--- config.mk ---
export PLATFORM = sky130hd
export DESIGN_NAME = lcdc_regs
export DESIGN_NICKNAME = d
export VERILOG_FILES = /design/src/rtl/lcdc_pkg.sv /design/src/rtl/lcdc_decode.sv /design/src/rtl/lcdc_cfg.sv /design/src/rtl/lcdc_irq.sv /design/src/rtl/lcdc_regs.sv
export SDC_FILE = /design/constraint.sdc
export NUM_CORES = 1
export LEC_CHECK = 0
export ABC_CLOCK_PERIOD_IN_PS = 3700
export BUFFER_PORTS_ARGS = -buffer_cell sky130_fd_sc_hd__buf_2
export CAP_MARGIN = 20
export CORE_UTILIZATION = 40
export CTS_BUF_LIST = sky130_fd_sc_hd__clkbuf_8 sky130_fd_sc_hd__clkbuf_16
export CTS_CLUSTER_SIZE = 20
export DETAILED_ROUTE_END_ITERATION = 7
export SLEW_MARGIN = 20
export SYNTH_ARGS = -nofsm -noshare
export SYNTH_HDL_FRONTEND = slang
export SYNTH_SLANG_ARGS = --single-unit
--- constraint.sdc ---
create_clock -name clk -period 3.7 [get_ports clk]
set_input_delay 0.185 -clock clk [delete_from_list [all_inputs] [get_ports clk]]
set_output_delay 0.185 -clock clk [all_outputs]
set_load 0.02 [all_outputs]
--- src/rtl/lcdc_pkg.sv ---
package lcdc_pkg;

    localparam int ADDR_W   = 12;
    localparam int DATA_W   = 32;
    localparam int GEOM_W   = 11;
    localparam int NTIM     = 4;
    localparam int PIDX_W   = 7;
    localparam int DEPTH_W  = 3;
    localparam int CTRL_EN  = 0;
    localparam int CTRL_PWR = 11;

    localparam logic [ADDR_W-1:0] PAL_LO = 12'h200;
    localparam logic [ADDR_W-1:0] PAL_HI = 12'h3FF;
    localparam logic [ADDR_W-1:0] ID_LO  = 12'hFE0;

    typedef enum logic [4:0] {
        K_TIM0    = 5'd0,
        K_TIM1    = 5'd1,
        K_TIM2    = 5'd2,
        K_TIM3    = 5'd3,
        K_TOP     = 5'd4,
        K_BOT     = 5'd5,
        K_MASK    = 5'd6,
        K_CTRL    = 5'd7,
        K_RAW     = 5'd8,
        K_MSTAT   = 5'd9,
        K_CLR     = 5'd10,
        K_CUR_TOP = 5'd11,
        K_CUR_BOT = 5'd12,
        K_ID      = 5'd13,
        K_PAL     = 5'd14,
        K_NONE    = 5'd15
    } reg_kind_e;

    typedef struct packed {
        logic [GEOM_W-1:0] width;
        logic [GEOM_W-1:0] height;
    } geom_t;

    function automatic logic [GEOM_W-1:0] width_of(input logic [DATA_W-1:0] t0);
        logic [GEOM_W-1:0] w;
        w = GEOM_W'({t0[7:2], 2'b00}) + GEOM_W'(4);
        return w << 2;
    endfunction

    function automatic logic [GEOM_W-1:0] height_of(input logic [DATA_W-1:0] t1);
        return GEOM_W'(t1[9:0]) + GEOM_W'(1);
    endfunction

    function automatic logic [7:0] id_byte(input logic [2:0] k);
        case (k)
            3'd0:    return 8'h10;
            3'd1:    return 8'h11;
            3'd2:    return 8'h04;
            3'd3:    return 8'h00;
            3'd4:    return 8'h0D;
            3'd5:    return 8'hF0;
            3'd6:    return 8'h05;
            default: return 8'hB1;
        endcase
    endfunction

    function automatic logic is_read_only(input reg_kind_e k);
        return (k == K_RAW) || (k == K_MSTAT) || (k == K_CUR_TOP) ||
               (k == K_CUR_BOT) || (k == K_ID);
    endfunction

endpackage

--- src/rtl/lcdc_decode.sv ---
module lcdc_decode
    import lcdc_pkg::*;
(
    input  logic [ADDR_W-1:0] addr,
    input  logic              swap,
    output reg_kind_e         kind,
    output logic [PIDX_W-1:0] pidx
);
    localparam int WORD_W = ADDR_W - 2;

    logic [ADDR_W-1:0] pal_off;
    logic [WORD_W-1:0] word;

    assign word    = addr[ADDR_W-1:2];
    assign pal_off = addr - PAL_LO;
    assign pidx    = pal_off[PIDX_W+1:2];

    always_comb begin
        kind = K_NONE;
        if (addr >= PAL_LO && addr <= PAL_HI) begin
            kind = K_PAL;
        end else if (addr >= ID_LO) begin
            kind = K_ID;
        end else begin
            case (word)
                10'd0:   kind = K_TIM0;
                10'd1:   kind = K_TIM1;
                10'd2:   kind = K_TIM2;
                10'd3:   kind = K_TIM3;
                10'd4:   kind = K_TOP;
                10'd5:   kind = K_BOT;
                10'd6:   kind = swap ? K_CTRL : K_MASK;
                10'd7:   kind = swap ? K_MASK : K_CTRL;
                10'd8:   kind = K_RAW;
                10'd9:   kind = K_MSTAT;
                10'd10:  kind = K_CLR;
                10'd11:  kind = K_CUR_TOP;
                10'd12:  kind = K_CUR_BOT;
                default: kind = K_NONE;
            endcase
        end
    end
endmodule

--- src/rtl/lcdc_cfg.sv ---
module lcdc_cfg
    import lcdc_pkg::*;
#(
    parameter int NIRQ = 4
) (
    input  logic                        clk,
    input  logic                        rst,
    input  logic                        we,
    input  reg_kind_e                   kind,
    input  logic [DATA_W-1:0]           wdata,
    output logic [NTIM-1:0][DATA_W-1:0] tim,
    output logic [DATA_W-1:0]           top,
    output logic [DATA_W-1:0]           bot,
    output logic [DATA_W-1:0]           ctrl,
    output logic [NIRQ-1:0]             mask
);
    for (genvar i = 0; i < NTIM; i++) begin : g_tim
        always_ff @(posedge clk) begin
            if (rst) begin
                tim[i] <= '0;
            end else if (we && int'(kind) == i) begin
                tim[i] <= wdata;
            end
        end
    end

    always_ff @(posedge clk) begin
        if (rst) begin
            top  <= '0;
            bot  <= '0;
            ctrl <= '0;
            mask <= '0;
        end else if (we) begin
            case (kind)
                K_TOP:   top  <= wdata;
                K_BOT:   bot  <= wdata;
                K_CTRL:  ctrl <= wdata;
                K_MASK:  mask <= wdata[NIRQ-1:0];
                default: ;
            endcase
        end
    end
endmodule

--- src/rtl/lcdc_irq.sv ---
module lcdc_irq #(
    parameter int NIRQ = 4
) (
    input  logic            clk,
    input  logic            rst,
    input  logic [NIRQ-1:0] set_p,
    input  logic            clr_en,
    input  logic [NIRQ-1:0] clr_bits,
    input  logic [NIRQ-1:0] mask,
    output logic [NIRQ-1:0] raw,
    output logic [NIRQ-1:0] masked,
    output logic            irq
);
    for (genvar i = 0; i < NIRQ; i++) begin : g_bit
        always_ff @(posedge clk) begin
            if (rst) begin
                raw[i] <= 1'b0;
            end else if (set_p[i]) begin
                raw[i] <= 1'b1;
            end else if (clr_en && clr_bits[i]) begin
                raw[i] <= 1'b0;
            end
        end
    end

    assign masked = raw & mask;
    assign irq    = |masked;
endmodule

--- src/rtl/lcdc_regs.sv ---
module lcdc_regs
    import lcdc_pkg::*;
#(
    parameter int NIRQ = 4
) (
    input  logic              clk,
    input  logic              rst,
    input  logic              bus_sel,
    input  logic              bus_wr,
    input  logic [11:0]       bus_addr,
    input  logic [31:0]       bus_wdata,
    output logic [31:0]       bus_rdata,
    output logic              bus_err,
    input  logic              strap_swap,
    input  logic [NIRQ-1:0]   stat_set,
    output logic              irq,
    output logic [10:0]       panel_width,
    output logic [10:0]       panel_height,
    output logic [2:0]        depth_code,
    output logic              disp_on,
    output logic [31:0]       top_base,
    output logic [31:0]       bot_base,
    output logic              pal_sel,
    output logic              pal_wr,
    output logic [6:0]        pal_idx,
    output logic [31:0]       pal_wdata,
    input  logic [31:0]       pal_rdata
);
    reg_kind_e                   kind;
    logic [PIDX_W-1:0]           pidx;
    logic [NTIM-1:0][DATA_W-1:0] tim;
    logic [DATA_W-1:0]           ctrl;
    logic [NIRQ-1:0]             int_mask;
    logic [NIRQ-1:0]             raw_stat;
    logic [NIRQ-1:0]             masked;
    logic                        bad_acc;
    logic                        reg_we;
    logic [DATA_W-1:0]           rd_val;
    geom_t                       geom;

    lcdc_decode u_dec (
        .addr (bus_addr),
        .swap (strap_swap),
        .kind (kind),
        .pidx (pidx)
    );

    assign bad_acc = bus_sel && ((kind == K_NONE) || (bus_wr && is_read_only(kind)));
    assign reg_we  = bus_sel && bus_wr && !bad_acc;

    lcdc_cfg #(.NIRQ(NIRQ)) u_cfg (
        .clk   (clk),
        .rst   (rst),
        .we    (reg_we),
        .kind  (kind),
        .wdata (bus_wdata),
        .tim   (tim),
        .top   (top_base),
        .bot   (bot_base),
        .ctrl  (ctrl),
        .mask  (int_mask)
    );

    lcdc_irq #(.NIRQ(NIRQ)) u_irq (
        .clk      (clk),
        .rst      (rst),
        .set_p    (stat_set),
        .clr_en   (reg_we && kind == K_CLR),
        .clr_bits (bus_wdata[NIRQ-1:0]),
        .mask     (int_mask),
        .raw      (raw_stat),
        .masked   (masked),
        .irq      (irq)
    );

    assign geom.width   = width_of(tim[0]);
    assign geom.height  = height_of(tim[1]);
    assign panel_width  = geom.width;
    assign panel_height = geom.height;
    assign depth_code   = ctrl[DEPTH_W:1];
    assign disp_on      = ctrl[CTRL_EN] && ctrl[CTRL_PWR];

    assign pal_sel   = bus_sel && (kind == K_PAL);
    assign pal_wr    = pal_sel && bus_wr;
    assign pal_idx   = pidx;
    assign pal_wdata = bus_wdata;

    always_comb begin
        case (kind)
            K_TIM0, K_TIM1,
            K_TIM2, K_TIM3:       rd_val = tim[kind[1:0]];
            K_TOP, K_CUR_TOP:     rd_val = top_base;
            K_BOT, K_CUR_BOT:     rd_val = bot_base;
            K_MASK:               rd_val = DATA_W'(int_mask);
            K_CTRL:               rd_val = ctrl;
            K_RAW:                rd_val = DATA_W'(raw_stat);
            K_MSTAT:              rd_val = DATA_W'(masked);
            K_ID:                 rd_val = DATA_W'(id_byte(bus_addr[4:2]));
            K_PAL:                rd_val = pal_rdata;
            default:              rd_val = '0;
        endcase
    end

    always_ff @(posedge clk) begin
        if (rst) begin
            bus_rdata <= '0;
            bus_err   <= 1'b0;
        end else begin
            bus_err <= bad_acc;
            if (bus_sel && !bus_wr) begin
                bus_rdata <= rd_val;
            end
        end
    end
endmodule

## After elaboration in Yosys (flattened, before gate mapping)

Index checks and enable logic that the tools add are counted.

| operators by class | value |
|---|---|
| equal/unequal tests | 36 |
| reduce and logical (&&, ||, !) cells | 41 |
| order comparisons | 4 |
| $add $sub $neg | 3 |
| multiplexer cells | 17 |
| bitwise operators | 1 |

Operator list:

| operator | count |
|---|---|
| $pmux W32 S9 | 1 |
| $pmux W5 S13 | 1 |
| $bmux W32 S2 | 1 |
| $pmux W8 S7 | 1 |
| $eq A10 B4 Y1 const B | 5 |
| $eq A10 B3 Y1 const B | 4 |
| $eq A5 B4 Y1 const B | 8 |
| $mux W32 | 1 |
| $eq A5 B3 Y1 const B | 6 |
| $eq A10 B2 Y1 const B | 2 |
| $logic_and A1 B1 Y1 | 18 |
| $eq A5 B2 Y1 const B | 3 |
| $ge A12 B10 Y1 const B | 1 |
| $ge A12 B12 Y1 const B | 1 |
| $le A12 B10 Y1 const B | 1 |
| $add A10 B1 Y11 const B | 1 |
| $eq A10 B1 Y1 const B | 1 |
| $logic_not A10 Y1 | 1 |
| $logic_not A5 Y1 | 2 |
| $mux W1 | 10 |
| $mux W5 | 2 |
| $add A8 B3 Y9 const B | 1 |
| $eq A3 B3 Y1 const B | 3 |
| $sub A9 B1 Y9 const B | 1 |
| 12 further kinds | 26 |

| word-level totals | value |
|---|---|
| bits of input ports | 85 |
| output and inout bits | 165 |
| flip-flop bits (word level) | 265 |
| word-level logic and storage cells | 116 |

## Logic depth before layout (Yosys ltp)

Gate-level depths: netlist of the first run.

| logic depth | value |
|---|---|
| word-level depth | 18 |
| mapped depth | 10 |
| mapped depth without buffers | 5 |

## By module

Synthesis of the first run repeated with hierarchy kept, for this count alone.

| second synthesis, totals | value |
|---|---|
| cells, all modules | 1,266 |
| area total of the unflattened synthesis | 12,842.3 um2 |

By module, submodules not included:

| module | seq. area each (um2) | area an instance (um2) | cells an instance | instances |
|---|---|---|---|---|
| lcdc_cfg | 4,564.4 | 8,883.5 | 785 | 1 |
| lcdc_regs | 660.6 | 3,621.0 | 437 | 1 |
| lcdc_irq | 80.1 | 180.2 | 21 | 1 |
| lcdc_decode | 0.0 | 157.7 | 23 | 1 |

## Least setup slack after synthesis of the first run

Ideal clock, no wire load.

| timing | value |
|---|---|
| path type | input -> register |
| from | input bus_addr[6] |
| to | register u_cfg.tim[33] (netlist bit) |
| arrival | 2.113 ns |
| setup slack | 1.517 ns |
| data required time | 3.630 ns |
| library setup time | 0.070 ns |
| path buffers | 1 |
| stages on the path | 6 |
| path through | or4_4 -> or4_4 -> a2111oi_4 -> buf_6 -> nand2_1 -> a21oi_1 |

| between the ends | value |
|---|---|
| cells in the longest elaborated chain, start to end | 15 |
| elaborated cells between the ends (all ways) | 37 |
| those cells by class | 3 x order compare; 19 x eq/ne; 3 x mux; 12 x reduce/logical |

Ends and longest elaborated chain:

| item | line | text |
|---|---|---|
| from (decl) | lcdc_regs.sv:10 | `input logic [11:0] bus_addr,` |
| parallel branches: the longest is 3 deep, another holds $ge A12 B12 Y1 | - |  |
| $mux W5 * | lcdc_decode.sv:20 | `if (addr >= PAL_LO && addr <= PAL_HI) begin` |
| $eq A5 B4 Y1 | lcdc_pkg.sv:64 | `return (k == K_RAW) \|\| (k == K_MSTAT) \|\| (k == K_CUR_TOP) \|\|` |
| $logic_or A1 B1 Y1 (3 in a row) | lcdc_pkg.sv:64 |  |
| $logic_or A1 B1 Y1 | lcdc_pkg.sv:65 | `(k == K_CUR_BOT) \|\| (k == K_ID);` |
| $logic_and A1 B1 Y1 | lcdc_regs.sv:48 | `assign bad_acc = bus_sel && ((kind == K_NONE) \|\| (bus_wr && is_read_only(kind)));` |
| $logic_or A1 B1 Y1 | lcdc_regs.sv:48 |  |
| $logic_and A1 B1 Y1 | lcdc_regs.sv:48 |  |
| $logic_not A1 Y1 | lcdc_regs.sv:49 | `assign reg_we = bus_sel && bus_wr && !bad_acc;` |
| $logic_and A1 B1 Y1 | lcdc_regs.sv:49 |  |
| $logic_and A1 B1 Y1 * | lcdc_cfg.sv:21 | `end else if (we && int'(kind) == i) begin` |
| to (signal, indexed assignment) | lcdc_cfg.sv:22 | `tim[i] <= wdata;` |
| to (decl) | lcdc_cfg.sv:11 | `output logic [NTIM-1:0][DATA_W-1:0] tim,` |

Every way passes the cells marked *.
A chain may end at the register's enable or synchronous reset.

## Worst setup path after layout of the first run

| timing | value |
|---|---|
| from | input bus_addr[11] |
| to | output pal_sel |

| between the ends | value |
|---|---|
| cells in the longest elaborated chain, start to end | 6 |
| elaborated cells between the ends (all ways) | 22 |
| those cells by class | 3 x order compare; 13 x eq/ne; 3 x mux; 3 x reduce/logical |

Ends and longest elaborated chain:

| item | line | text |
|---|---|---|
| parallel branches: the longest is 3 deep, another holds $ge A12 B12 Y1 | - |  |
| $mux W5 * | lcdc_decode.sv:20 |  |
| $eq A5 B4 Y1 * | lcdc_regs.sv:83 | `assign pal_sel = bus_sel && (kind == K_PAL);` |
| $logic_and A1 B1 Y1 * | lcdc_regs.sv:83 |  |
| to (decl) | lcdc_regs.sv:23 | `output logic pal_sel,` |

Marks and branches as above.

==> summary.md, run 1 <==
| Metric | Value |
|---|---|
| RSZ-0062 raised after global routing | false |
| Worst EP arrival | approximately 2.4 ns |
| Post-DRT Antenna Nets | 0 |
| Worst setup margin | between 1 and 1.5 ns |
| Clock latency at the later pin of the worst-skew pair | approximately 0.55 ns |
| Clock share of power | 0.469 |
| Vias in the first global route | about 12,000 |
| Top post-synthesis cells by area | dfxtp_1 43%, nand2_1 14%, a21oi_1 10% |
| Slowest CP cell | nor2_1 |
| Grt total ovfl | 0 |
| Syn-to-layout area delta | 21.5% |
| #FFs+latches synth | 265 |
| Crit-path max FO | 29 |
| Chip width | between 150 and 200 um |
| CTS Buf Count | 29 |
| Setup violations, final | 0 |
| Routed WL | roughly 45,000 um |
| Adder-Cell Fraction of Synth Area | 0.00203 |
| Routability Congestion | between 0.9 and 1 |
| Seq. cell area | roughly 5300 um^2 |
| Layout cells sized above 1 | 0.207 |
| R2R depth | 4 |
| Setup Skew | a little over 0.009 ns |
| Most Frequent Cell on Critical Path | buf_2 |
| Root buffer cell | clkbuf_16 |
| Routed wire length per instance | roughly 20 um |
| Slowest stage delay, CP | between 0.4 and 0.5 ns |
| Met3 wire length | between 3000 and 4000 um |
| Fin nets | between 1,500 and 2,000 |
| TritonCTS clock tree | yes |
| Top FF cell, synth | dfxtp_1 |
| Starting DRC count in detailed routing | about 1,300 |
| DP Worst Slack | between 0.9 and 1 ns |
| Die area | ~32,000 um^2 |
| Switching Share | 0.244 |
| Post-DR vias/cell | 5.84 |
| Mapped cell area | roughly 12,000 um^2 |
| Highest metal used | met4 |
| M1 wire length | 19,600 um |
| Complex-gate fraction of the synthesized area | 0.257 |
| Min-Delay Path Depth | 3 |
| Maximum VDD drop | ~310 uV |
| Global Route Usage Sum | 0.277 |
| P per Cell Area | around 400 nW/um^2 |
| P_sw | around 1.5 mW |
| DR vias | ~13,000 |
| Final Cycle Share | 0.685 |
| # IOs | 250 |
| Synthesized instance count | 1,590 |
| Worst setup SP type | input pin |
| Multiplexer share of the synthesized area | 0.0108 |
| # rows | 63 |
| Tmin final | 2.54 ns |
| Final hold vios | 0 |
| Status | complete, no violations |
| Crit Path Class | input pin to primary output |
| Hold Path Class | input pin to flop |
| Clock tree buffer depth | 3 |
| Seq pwr share | 0.466 |
| Count of cell types in the netlist | 62 |
| # clock sinks | 265 |
| Post-synth EDFFs | 0 |
| Fin Hold WS | between 0.03 and 0.04 ns |
| Multi-input gate area | approximately 6000 um^2 |
| Met2 routed WL | about 20,000 um |
| Max Slew Vio Count | 0 |
| Largest net degree at the start of global routing | 62 |
| Slew @ Worst Pin | around 0.96 ns |
| Syn_area_per_cell | 7.75 um^2 |
| Clock transition at the registers of the reported paths | about 0.06 ns |
| CTS H-tree depth | 1 |
| Worst reg2reg setup slack | about 2.0 ns |
| Yosys top cell area share | 0.431 |
| Pleak | approximately 5.4 nW |
| Post-cts sizing count | 0 |
| Post-Synth XOR/XNOR Area | 0.00924 |
| Drt first pass iters | 5 |
| CP Capture Type | primary output |
| DRC | 0 |
| YS warnings | 0 |
| Max_cap viols | 0 |
| Fraction of registers with async set/reset | 0 |
| Post-synthesis simple-gate area fraction | 0.212 |
| Max transition margin | 0.346 |
| Die Y | roughly 180 um |
| Logic gate share of total power | 0.065 |
| Cell Chain, Critical Path | buf_2 > nor2_1 > nand2_1 > o31ai_4 > buf_4 > and3_1 > buf_2 |
| Post-DP HPWL | roughly 28,000 um |
| Max Freq | about 0.4 GHz |
| Filler cells | 2,958 |
| Core box area | around 30,000 um^2 |
| Starting Density | 0.411 |
| Final Util | 0.500 |
| Setup TNS | 0 ns |
| Required time of the critical path | about 3.5 ns |
| Seq/Total Area, Yosys | 0.431 |
| Main combinational cell family by area after synthesis | compound AO/OA/AOI/OAI gates |
| Number of port buffers | about 240 |
| P_int | ~4.6 mW |
| Initial antenna violation count | 1 |
| First-pass GRT wire length | around 68,000 um |
| Yosys top cell by area | dfxtp_1 |
-- worst max-delay path: cells and delay by family --
kind | cells | cell delay, ns
AO/OA/AOI/OAI | 1 | 0.34
AND/OR/NAND/NOR | 3 | 1.15
buffers and inverters | 3 | 0.67
-- what timing repair did --
item,4_1_cts,5_1_grt
endpoints found under the hold margin,207,0
hold buffers,34,0
buffers inserted,0,0
-- synth_stat cells (9+ instances only) --
master and count:
nand2_1 448, dfxtp_1 265, a21oi_1 250, clkbuf_1 121, o21ai_0 75, nand3_1 51
buf_4 47, a221o_1 42, a32oi_1 32, nor3b_1 18, and2_1 16, a21o_1 15
a221oi_1 14, a32o_1 14, o32a_1 14, inv_1 13, nor2_1 12, and3_1 11
buf_2 11, mux2i_1 11, nor3_1 9, xnor2_1 9
-- power by group through the flow --
stage	clock network [mW]	registers, mW	logic, mW
after floorplan	0	2.92	0.209
after global placement	0	2.92	0.363
after detailed placement	0	2.92	0.361
after CTS	2.91	2.86	0.390
after global routing	3.04	2.86	0.421
final	2.88	2.86	0.399
-- state kept, by name, summed over array words and instances (netlist names) --
register / flops
bus_err: 1
bus_rdata: 32
u_cfg.bot: 32
u_cfg.ctrl: 32
u_cfg.mask: 4
u_cfg.tim: 128
u_cfg.top: 32
u_irq.raw: 4
-- cell usage in the layout (no fill, tap or decap), types with 32 or more instances in the layout --
cell type | synthesis | layout
buf_4 | 47 | 49
dfxtp_1 | 265 | 265
a21oi_1 | 250 | 250
buf_2 | 11 | 242
nand2_1 | 448 | 448
dlygate4sd3_1 | 0 | 34
a221o_1 | 42 | 42
nand3_1 | 51 | 51
o21ai_0 | 75 | 75
a32oi_1 | 32 | 32
-- worst paths after layout --
kind,startpoint,to
worst min register to register,u_cfg.ctrl[20],u_cfg.ctrl[20]
worst max register to register,u_cfg.mask[2],bus_rdata[2]
worst max-delay path,bus_addr[11],pal_sel
worst min-delay path,bus_wdata[3],u_cfg.tim[3]
-- layer usage --
metal  up-vias  track usage
li1       5931            -
met1      6074        0.381
met2       610        0.431
met3       100       0.0435
met4         0        0.113
met5         -            0
-- cells by family (layout without fill, tap and decap cells) --
| kind of cell | Yosys count | count (layout) |
|---|---|---|
| compound gates | 492 | 492 |
| xor+xnor | 13 | 13 |
| fa+ha+maj | 2 | 2 |
| buf+inv | 200 | 395 |
| flops | 265 | 265 |
| mux | 13 | 13 |
| other cells | 1 | 5 |
| simple gates | 604 | 604 |
-- layout make-up --
class / count / share of cell area
Clock inverter: 16 / 0.00777
Antenna cell: 1 / 0.000167
Tap cell: 390 / 0.0326
Multi-Input combinational cell: 1128 / 0.413
Clock buffer: 37 / 0.0558
Inverter: 13 / 0.00326
Sequential cell: 265 / 0.354
Timing Repair Buffer: 329 / 0.133
-- stage by stage --
| stage | std cells | cell area, um^2 | power [mW] |
|---|---|---|---|
| after floorplan | 1593 | 12300 | 3.13 |
| after global placement | 2091 | 13700 | 3.29 |
| after detailed placement | 2091 | 13700 | 3.29 |
| after CTS | 2178 | 15000 | 6.16 |
| after global routing | 2179 | 15000 | 6.32 |
| final | 2179 | 15000 | 6.14 |
Power figures use the tool's default switching activity.
==> run 2: changes to the inputs <==
ABC_CLOCK_PERIOD_IN_PS = 2350   (was 3700)
clock period = 2.35 ns   (was 3.7 ns; I/O delays follow)
==> run 2 against run 1 <==
Net effect: first-iteration DRC count shrank 5.7%; register-to-register slack lost 1.2 ns; critical path depth grew 2; worst hold slack lost 0.010 ns; via count grew 1.4%; clock power grew 53%; final cell count grew 2.7%; utilization grew 2.2 points; non-clock buffer count grew 59; sequential share of layout area shrank 1.5 points; count of clock-buffer cells in the layout shrank 2.
==> summary.md, run 2 (synthesis gave the netlist of run 1 again) <==
| Metric | Value |
|---|---|
| Filler cells | approximately 2,900 |
| Max_cap viols | 0 |
| Max Slew Vio Count | 0 |
| Pleak | approximately 5.7 nW |
| Die Y | 177 um |
| Clock latency at the later pin of the worst-skew pair | between 0.5 and 0.6 ns |
| Total power | ~9.6 mW |
| Slew @ Worst Pin | about 0.70 ns |
| Clock share of power | 0.458 |
| Most frequent cells in the layout | 448 x nand2_1, 265 x dfxtp_1, 250 x a21oi_1 |
| Met2 routed WL | 20,600 um |
| Post-cts sizing count | 0 |
| P_int | 7.23 mW |
| Starting DRC count in detailed routing | about 1,200 |
| P per Cell Area | between 600 and 700 nW/um^2 |
| Global Route Usage Sum | 0.288 |
| Number of port buffers | ~240 |
| Placed insts | approximately 2,100 |
| Layout Cells excl Fill | 2,237 |
| Seq. cell area | around 5300 um^2 |
| Post-DRT Antenna Nets | 0 |
| Largest net degree at the start of global routing | 56 |
| Worst EP arrival | approximately 2.1 ns |
| Maximum VDD drop | 563 uV |
| Finished Cell Area | ~16,000 um^2 |
| Seq pwr share | 0.469 |
| Setup violations, final | 0 |
| Worst setup SP type | input pin |
| Grt total ovfl | 0 |
| Tmin final | 2.19 ns |
| Initial antenna violation count | 0 |
| Slowest stage delay, CP | 0.48 ns |
| Routed wire length per instance | approximately 20 um |
| # rows | 63 |
| DR vias | approximately 13,000 |
| Clock tree buffer depth | 3 |
| Post-DR vias/cell | approximately 5.8 |
| Root buffer cell | clkbuf_16 |
| Max Freq | between 0.4 and 0.5 GHz |
| Logic gate share of total power | 0.073 |
| Setup Buffers After CTS | 0 |
| Setup Skew | 0.00885 ns |
| First-pass GRT wire length | roughly 70,000 um |
| Slowest CP cell | o31ai_4 |
| Starting Density | 0.411 |
| RSZ-0062 raised after global routing | false |
| Final Cycle Share | 0.933 |
| Routability Congestion | 0.957 |
| Multi-input gate area | approximately 6200 um^2 |
| Worst setup margin | around 0.16 ns |
| Crit Path Class | input pin to primary output |
| Required time of the critical path | around 2.2 ns |
| Commonest non-fill, non-tap cell in the layout | nand2_1 |
| Max transition margin | 0.524 |
| CP Capture Type | primary output |
| CTS H-tree depth | 1 |
| Clock transition at the registers of the reported paths | roughly 0.06 ns |
| Max reg flops | 128 |
| Final Util | 0.522 |
| Met3 wire length | 4240 um |
| Layout cells sized above 1 | 0.226 |
| Core box area | between 20,000 and 30,000 um^2 |
| Syn-to-layout area delta | 26.8% |
| # IOs | 250 |
| Cell Chain, Critical Path | buf_2 > buf_4 > nor4_1 > buf_4 > nand2_1 > o31ai_4 > buf_12 > and3_1 > buf_2 |
| Vias in the first global route | 12,100 |
| CTS Hold Bufs | 41 |
| DRC | 0 |
| # clock sinks | between 200 and 300 |
| Top reg by flops | u_cfg.tim |
| P_sw | around 2.4 mW |
| Status | complete, no violations |
| Switching Share | 0.247 |
| CTS Buf Count | 30 |
| Die area | 31,500 um^2 |
| Final hold vios | 0 |
| Ant. Diodes | 0 |
| Hold Path Class | input pin to flop |
| DP Worst Slack | -0.00550 ns |
| M1 wire length | a little under 20,000 um |
| Chip width | 177 um |
| Drt first pass iters | 5 |
| TritonCTS clock tree | yes |
| Highest metal used | met4 |
| Routed WL | 45,900 um |
| Fin nets | ~1,900 |
| Crit-path max FO | 13 |
| DP Area | roughly 14,000 um^2 |
| Post-DP HPWL | around 30,000 um |
-- run 2: layout make-up --
class / count / share of cell area
clock inverter: 18 / 0.00753
timing repair buffer: 388 / 0.171
multi-input combinational: 1128 / 0.396
sequential: 265 / 0.340
inverter: 13 / 0.00312
clock buffer: 35 / 0.0525
tap: 390 / 0.0312
-- run 2: power groups by stage --
stage / combinational (mW) / clock, mW / sequential [mW]
2_1_floorplan: 0.330 / 0 / 4.60
3_3_place_gp: 0.631 / 0 / 4.60
3_5_place_dp: 0.631 / 0 / 4.60
4_1_cts: 0.687 / 4.48 / 4.50
5_1_grt: 0.737 / 4.68 / 4.50
6_report: 0.697 / 4.40 / 4.51
-- run 2: worst paths after layout --
path / cells after the start / startpoint / endpoint / slack (ns)
hold / removal: 4 / pal_rdata[19] / bus_rdata[19] / 0.03
hold reg to reg: 2 / u_cfg.ctrl[16] / u_cfg.ctrl[16] / 0.45
setup / recovery: 9 / bus_addr[6] / pal_sel / 0.16
setup reg to reg: 4 / bus_rdata[11] / bus_rdata[11] / 0.86
-- run 2: per-layer routing --
layer | GRT usage | vias up
li1 | - | 6048
met1 | 0.377 | 6075
met2 | 0.455 | 647
met3 | 0.0645 | 120
met4 | 0.116 | 0
met5 | 0 | -
-- run 2: per-stage QoR --
stage,hold WS [ns],TNS (ns)
after floorplan,0.247,0
after global placement,0.365,0
after detailed placement,0.369,-0.00766
after CTS,0.00805,0
after global routing,0.0273,0
final,0.0281,0
-- run 2: critical path, delay by kind of cell --
family                 cells  cell delay (ns)
buffers and inverters      5             0.82
AND/OR/NAND/NOR            3             0.63
AO/OA/AOI/OAI              1             0.48
==> run 3: changes to the inputs <==
BUFFER_PORTS_ARGS = -buffer_cell sky130_fd_sc_hd__buf_4   (was -buffer_cell sky130_fd_sc_hd__buf_2)
==> run 3 against run 2 <==
Net effect: sequential power about the same; clock skew about the same; die area unchanged; via count increased by 0.22%; largest cell class unchanged; largest power group is now clock.
==> summary.md, run 3 (synthesis gave the netlist of run 1 again) <==
| Metric | Value |
|---|---|
| Drt first pass iters | 8 |
| R2R depth | 4 |
| P_sw | ~2.4 mW |
| Vias in the first global route | 12,100 |
| Setup Buffers After CTS | 0 |
| Clock share of power | 0.494 |
| Root buffer cell | clkbuf_16 |
| Global Route Usage Sum | 0.290 |
| Crit-path max FO | 6 |
| Hold Path Class | input pin to flop |
| Chip width | 177 um |
| Commonest non-fill, non-tap cell in the layout | nand2_1 |
| Number of port buffers | 243 |
| Routed WL | around 47,000 um |
| Post-DRT Antenna Nets | 0 |
| Grt total ovfl | 0 |
| Min-Delay Path Depth | 4 |
| Crit Path Class | flop to primary output |
| Setup TNS | 0 ns |
| CTS Buf Count | 29 |
| Largest net degree at the start of global routing | between 60 and 70 |
| Clock transition at the registers of the reported paths | roughly 0.070 ns |
| Fin nets | between 1,500 and 2,000 |
| Setup Skew | 0.00870 ns |
| Core box area | around 30,000 um^2 |
| Layout cells sized above 1 | 0.227 |
| Post-cts sizing count | 0 |
| Clock tree buffer depth | 3 |
| Cell Chain, Critical Path | ha_1 > nand3_1 > nor2_1 > xor2_1 > buf_4 |
| Slowest CP cell | dfxtp_1 |
| Post-DP HPWL | 30,400 um |
| Top reg by flops | u_cfg.tim |
| CP Capture Type | primary output |
| CTS Hold Bufs | 38 |
| CTS H-tree depth | 1 |
| Final hold vios | 0 |
| Tmin final | between 2 and 2.5 ns |
| P per Cell Area | roughly 640 nW/um^2 |
| # clock sinks | roughly 270 |
| Die area | ~32,000 um^2 |
| Routability Congestion | roughly 0.9 |
| RSZ-0062 raised after global routing | false |
| Starting Density | 0.411 |
| Layout Cells excl Fill | approximately 2,200 |
| # IOs | between 200 and 300 |
| Most frequent cells in the layout | 447 x nand2_1, 311 x buf_4, 265 x dfxtp_1 |
| Initial antenna violation count | 0 |
| Slowest stage delay, CP | 0.51 ns |
| Final Cycle Share | 0.886 |
| Maximum VDD drop | 519 uV |
| # rows | 63 |
| Slew @ Worst Pin | just over 0.8 ns |
| First-pass GRT wire length | 70,500 um |
| TritonCTS clock tree | yes |
| Pleak | roughly 5.8 nW |
| Max Freq | 0.480 GHz |
| Final Util | 0.542 |
| Max Slew Vio Count | 0 |
| P_int | just under 8 mW |
| Seq pwr share | 0.434 |
| Placed insts | about 2,100 |
| Max_cap viols | 0 |
| Worst EP arrival | 1.96 ns |
| DR vias | 12,900 |
| Max reg flops | about 130 |
| Starting DRC count in detailed routing | roughly 1,200 |
| Logic gate share of total power | 0.072 |
| Routed wire length per instance | about 21 um |
| Post-DR vias/cell | ~5.8 |
| DRC | 0 |
| Clock latency at the later pin of the worst-skew pair | ~0.57 ns |
| Syn-to-layout area delta | 31.7% |
| Setup violations, final | 0 |
| Switching Share | 0.234 |
| Worst setup SP type | flop |
| Max transition margin | 0.432 |
| Die Y | approximately 180 um |
| Required time of the critical path | approximately 2.2 ns |
| Ant. Diodes | 0 |
| Status | complete, no violations |
[run 3: cell types whose count changed in the layout (fill, tap and decap cells not counted), moves of 3 or more]
cell	previous run	this run
buf_2	242	0
buf_4	84	311
bufinv_16	0	8
clkbuf_8	5	0
clkinvlp_4	0	4
dlygate4sd3_1	41	38
inv_1	20	15
[run 3: final cells by class]
cell class / instances / area [um^2]
clock buffers: 29 / 726
clock inverters: 25 / 352
fillers: 2846 / 13700
inverters: 13 / 48.8
multi-input cells: 1128 / 6190
flip-flops and latches: 265 / 5310
well taps: 390 / 488
repair buffers: 369 / 3110
[run 3: per-stage QoR]
stage,cell area (um^2),worst slack [ns],hold WS [ns],power [mW]
after floorplan,12300,0.234,0.247,4.93
after global placement,14800,-0.00468,0.359,5.29
after detailed placement,14800,-0.0329,0.364,5.29
after CTS,16200,0.258,0.00335,10.4
after global routing,16200,0.164,0.0208,10.6
final,16200,0.268,0.0171,10.4
[run 3: routing by layer]
metal,up-vias,track usage,part of all wire
li1,6009,-,-
met1,6174,0.380,0.42
met2,634,0.466,0.46
met4,2,0.115,0.038
met3,100,0.0563,0.082
met5,-,0.00801,0.00073
[run 3: power groups by stage]
stage / registers [mW] / logic [mW] / clock network [mW]
2_1_floorplan: 4.60 / 0.330 / 0
3_3_place_gp: 4.60 / 0.681 / 0
3_5_place_dp: 4.60 / 0.681 / 0
4_1_cts: 4.50 / 0.734 / 5.18
5_1_grt: 4.50 / 0.780 / 5.36
6_report: 4.50 / 0.744 / 5.12
[run 3: final timing paths]
| path | startpoint | to | slack [ns] |
|---|---|---|---|
| max | u_cfg.tim[32] | panel_height[8] | 0.27 |
| min | pal_rdata[24] | bus_rdata[24] | 0.02 |
| min reg2reg | u_cfg.ctrl[21] | u_cfg.ctrl[21] | 0.45 |
| max reg2reg | u_cfg.mask[2] | bus_rdata[2] | 0.81 |
[run 3: worst max-delay path, delay by kind of cell, from the launching register on]
family        cells  cell delay (ns)
xor+xnor          1             0.16
flops             1             0.51
buf+inv           1             0.16
simple gates      2             0.32
fa+ha+maj         1             0.26
